===== src/rtl/pwrgood_rst_fanout.sv =====
module pwrgood_rst_fanout #(
  parameter int UNIT = 100,
  parameter int NRST = 5,
  localparam int MAXT = 8 * UNIT,
  localparam int CW = $clog2(MAXT + 1)
) (
  input  logic            clk,
  input  logic            rst_n,
  input  logic            stby_ok,
  input  logic            psu_good,
  input  logic            host_rst_n,
  input  logic            tick_ms,
  input  logic [1:0]      main_sel,
  input  logic [1:0]      extra_sel,
  input  logic            rc_en,
  input  logic            rc_src,
  output logic            pg_out,
  output logic [NRST-1:0] rst_out_n,
  output logic            rc_out_n
);

  logic          good;
  logic [CW-1:0] main_t, extra_t, total, tot_q, cnt;

  assign good = stby_ok & psu_good;

  always_comb begin
    case (main_sel)
      2'b01:   main_t = CW'(UNIT);
      2'b10:   main_t = CW'(2 * UNIT);
      2'b11:   main_t = CW'(3 * UNIT);
      default: main_t = CW'(4 * UNIT);
    endcase
    case (extra_sel)
      2'b01:   extra_t = CW'(UNIT);
      2'b10:   extra_t = CW'(2 * UNIT);
      2'b11:   extra_t = CW'(4 * UNIT);
      default: extra_t = '0;
    endcase
    total = main_t + extra_t;
  end

  always_ff @(posedge clk or negedge rst_n) begin
    if (!rst_n) begin
      cnt    <= '0;
      tot_q  <= CW'(4 * UNIT);
      pg_out <= 1'b0;
    end else if (!good) begin
      cnt    <= '0;
      tot_q  <= total;
      pg_out <= 1'b0;
    end else if (!pg_out && tick_ms) begin
      if (cnt + CW'(1) >= tot_q) pg_out <= 1'b1;
      else cnt <= cnt + CW'(1);
    end
  end

  for (genvar i = 0; i < NRST; i++) begin : g_fan
    assign rst_out_n[i] = host_rst_n;
  end

  assign rc_out_n = !rc_en ? 1'b1 :
                    rc_src ? (rst_out_n[NRST-1] & rst_out_n[NRST-2]) : pg_out;

  p_drop_r6: assert property (@(posedge clk) disable iff (!rst_n)
    !good |=> !pg_out);
  p_needs_inputs_r2: assert property (@(posedge clk) disable iff (!rst_n)
    $rose(pg_out) |-> $past(good));
  p_rise_on_tick_r5: assert property (@(posedge clk) disable iff (!rst_n)
    $rose(pg_out) |-> $past(tick_ms));
  p_hold_total_r7: assert property (@(posedge clk) disable iff (!rst_n)
    (good && $past(good)) |-> $stable(tot_q));
  p_rc_off_r8: assert property (@(posedge clk) disable iff (!rst_n)
    !rc_en |-> rc_out_n);
  p_rc_pg_r9: assert property (@(posedge clk) disable iff (!rst_n)
    (rc_en && !rc_src) |-> (rc_out_n == pg_out));

endmodule


===== config.mk =====
export PLATFORM = sky130hd
export DESIGN_NAME = pwrgood_rst_fanout
export DESIGN_NICKNAME = d
export VERILOG_FILES = /design/src/rtl/pwrgood_rst_fanout.sv
export SDC_FILE = /design/constraint.sdc
export NUM_CORES = 1
export LEC_CHECK = 0
export ABC_AREA = 1
export ABC_CLOCK_PERIOD_IN_PS = 2200
export CAP_MARGIN = 30
export CORE_MARGIN = 5
export CORE_UTILIZATION = 47
export CTS_CLUSTER_SIZE = 14
export DETAILED_ROUTE_END_ITERATION = 8
export PLACE_DENSITY = 0.82
export RECOVER_POWER = 100
export SLEW_MARGIN = 20
export SYNTH_ARGS = -nofsm -noshare
export SYNTH_HDL_FRONTEND = slang
export SYNTH_SLANG_ARGS = --single-unit

===== constraint.sdc =====
create_clock -name clk -period 2.2 [get_ports clk]
set_input_delay 0.44 -clock clk [delete_from_list [all_inputs] [get_ports clk]]
set_output_delay 0.44 -clock clk [all_outputs]
set_load 0.02 [all_outputs]

==> key figures <==
Route
  – Routed wire length: 4.00 mm
  – Number of search-and-repair iterations in the first detailed-routing pass: 4
  – Via density: 4.89
  – Number of nets with antenna violations after routing: 0
  – Final routed wire length divided by cell count: 12.5 µm
  – Final routed DRC violation total: 0
  – Vias after detailed routing: 1564
  – DR iter-0 viols: 98

Logic synthesis
  – Simple-gate share of the synthesized area: 31.6%
  – Number of warnings printed during yosys synthesis: 0
  – Synthesized-area fraction occupied by ao, oa, aoi and oai cells: 6.77%
  – Synth Area per Inst: 7.06 µm²
  – Area share of fa/ha/maj cells after synthesis: 18.7%
  – Synth Area in XOR/XNOR: 2.13%
  – Register bit total from synthesis: 19
  – Combinational family with the most area after synthesis: simple AND/OR/NAND/NOR gates
  – Count of different cell masters after synthesis: 27
  – Mapped Area: 1650 µm²
  – Post-synthesis net count: 269
  – Mux cell area share after synthesis: 0%
  – Gate count after technology mapping: 233
  – Share of the yosys chip area belonging to registers: 29.1%

Floorplan
  – Overall die width: 69.2 µm
  – Core area: 3360 µm²
  – Y dimension of the die: 69.2 µm
  – Io pins: 19
  – Area of the die: 4780 µm²
  – Starting density of the core: 48.9%
  – Cell Rows: 21

Power and ir drop
  – Final Power: 0.904 mW
  – Internal power: 0.598 mW
  – Combinational fraction of design power: 35.6%
  – Switching Share: 33.9%
  – Part of the power in registers: 44.1%
  – Power spent charging and discharging nets: 0.306 mW
  – PwrDens: 411 nW/µm²
  – Clock share of power: 20.4%
  – Cell leakage power: 1.23 nW
  – VDD IR-drop max: 196 µV

Layout
  – Area of combinational cells with multiple inputs: 1110 µm²
  – Area growth syn-to-layout: 33.8%
  – Commonest non-fill, non-tap cell in the layout: nand2_1
  – Number of diodes: 0
  – Number of fill cells in the layout: 273
  – Fraction of final layout cells with drive strength greater than 1: 23.0%
  – Register area: 480 µm²
  – Commonest cells after routing, fill and taps aside: nand2_1 (59), inv_1 (34), buf_4 (24), nor2_1 (21), ha_1 (19)
  – Nets: 311

Placed design
  – Count of input and output buffers: 18
  – Global placement routability congestion: 0.816
  – Minimum setup slack after placement: -336 ps
  – Detailed Place HPWL: 2.78 mm

Worst hold path
  – Worst hold-check path type: reg -> reg
  – Hold path depth: 2
  – Startpoint of the tightest hold check path: tot_q[7]
  – Terminating pin of the worst hold path: tot_q[7]

Clock tree
  – TritonCTS Sinks: 19
  – Clock network latency to the later pin of the worst-skew pair: 300 ps
  – Hold-fix buffer count after cts: 0
  – Total clock buffers created by CTS: 3
  – Clock Path Buffers: 2
  – H-Tree Level Count: 1
  – Root Buffer: clkbuf_4
  – TritonCTS clock tree: done
  – Clock slew at reported path FFs: 110 ps

Timing
  – Clock period minus final worst setup slack: 2180 ps
  – Timing-limited maximum frequency: 459 MHz
  – Worst-Margin Slew: 1060 ps
  – Relative slew slack: 29.6%
  – Max Slew Vio Count: 0
  – Post-Route Skew: 1.11 ps
  – Fin worst setup slack: 22.4 ps
  – Final Hold Violating Endpoints: 0
  – RSZ-0062 raised after global routing: true
  – Number of endpoints failing setup at the final stage: 0
  – Period utilization: 99.0%

Critical path
  – Critical path arrival: 2380 ps
  – CP required: 2410 ps
  – Worst-path fanout max: 5
  – RR Startpoint: cnt[1]
  – R2R depth: 14
  – Setup slack of the worst register-to-register path: 20 ps
  – Nature of the critical path endpoint: register
  – Critical Setup Path Class: reg -> reg
  – Element type at the critical path start: register
  – Endpoint of the most critical register-to-register path: cnt[7]

GRT
  – GR Overflow Total: 0
  – Vias in the first global route: 1439
  – Global-route wire length before repair: 6.04 mm
  – Overall routing resource usage: 14.9%
  – Number of antenna violations at the first check in global routing: 0
  – Maximum number of pins on one net before global-route repair: 24

Run status
  – Outcome: complete, no violations

Flow run
  – # Max-Cap Violations: 0
## routing by layer
metal  track usage (%)  share of wire [%]  up-vias  wire, µm
met3              1.02                3.5        8       140
met1              19.8                 44      708      1780
met4              4.99                2.4        0        96
met2              25.4                 50       38      1990
met5                 0                  0        -         0
li1                  -                  -      810         -
## worst max path at each step
stage                      from       end  slack [ps]  depth (start not counted)
floorplan                cnt[0]    cnt[7]         100                         14
global placement    main_sel[0]  tot_q[8]        -260                         11
detailed placement  main_sel[0]  tot_q[7]        -340                         10
CTS                      cnt[1]    cnt[6]           7                         14
global route             cnt[1]    cnt[7]        -110                         14
finish                   cnt[1]    cnt[7]          20                         14
## flip-flops by register name (all words and copies together), names as in the netlist
register,flops
cnt,10
tot_q,8
pg_out,1
## critical path: stages, from the launching register on
cell	delay, ps
dfrtp_1	400
ha_2	220
nand3_4	100
nor2_4	130
nand4_1	110
nand2_1	90
inv_1	60
ha_1	280
nand2_2	80
a21oi_2	50
nor2_4	140
nand3_4	110
buf_4	180
nand3_1	70
nand2_1	60
## final cells by class
| cell class | instances | share of cell area (%) |
|---|---|---|
| sequential | 19 | 21.8 |
| inverter | 36 | 6.14 |
| multi-input combinational | 169 | 50.4 |
| clock buffer | 3 | 1.02 |
| timing repair buffer | 46 | 17.8 |
| tap | 46 | 2.62 |
| clock inverter | 1 | 0.227 |
## cells by family after synthesis
group,Yosys count
AOI/OAI and AO/OA,19
xor gates and xnor gates,4
adders and majority gates,24
buffers and inverters,45
DFF,19
and+or+nand+nor,122
## power by group through the flow
stage	sequential (mW)	combinational, mW	clock (mW)
6_report	0.398	0.322	0.184
5_1_grt	0.401	0.367	0.201
4_1_cts	0.398	0.295	0.185
3_5_place_dp	0.405	0.292	0
3_3_place_gp	0.403	0.280	0
2_1_floorplan	0.404	0.178	0
## cell usage after synthesis
library cell | count | share of area (%)
nand4_1 | 4 | 1.5
o21bai_2 | 1 | 0.68
buf_4 | 6 | 2.7
buf_2 | 1 | 0.30
a21oi_1 | 7 | 2.1
inv_1 | 35 | 8.0
o22ai_1 | 2 | 0.76
nor2_2 | 2 | 0.76
clkbuf_1 | 1 | 0.23
dfstp_2 | 3 | 4.8
o31ai_1 | 1 | 0.46
xor2_1 | 3 | 1.6
a21o_1 | 1 | 0.46
dfrtp_1 | 16 | 24
nor2_1 | 23 | 5.2
xnor2_1 | 1 | 0.53
nand2_1 | 64 | 15
nand3_1 | 21 | 6.4
or2_2 | 5 | 1.9
o21ai_0 | 6 | 1.8
nand2_2 | 2 | 0.76
and2_1 | 1 | 0.38
buf_1 | 1 | 0.23
o211ai_1 | 1 | 0.46
clkinv_1 | 1 | 0.23
ha_1 | 23 | 17
fa_1 | 1 | 1.2
## through the flow
stage | util [%] | hold WS, ps | TNS, ps | std cells | instance area, µm²
finish | 65.4 | 488 | 0 | 320 | 2200
global route | 65.4 | 510 | -962 | 320 | 2200
CTS | 60.4 | 463 | 0 | 314 | 2030
detailed placement | 59.2 | 469 | -1930 | 310 | 1990
global placement | 59.2 | 460 | -1370 | 310 | 1990
floorplan | - | 144 | 0 | 233 | 1650
## repair_timing
action,in CTS,in global routing
cloned,0,1
buffers inserted,0,5
pin swaps,1,17
gates resized for setup,4,31
setup endpoints to repair,12,17
Power figures use the tool's default switching activity.
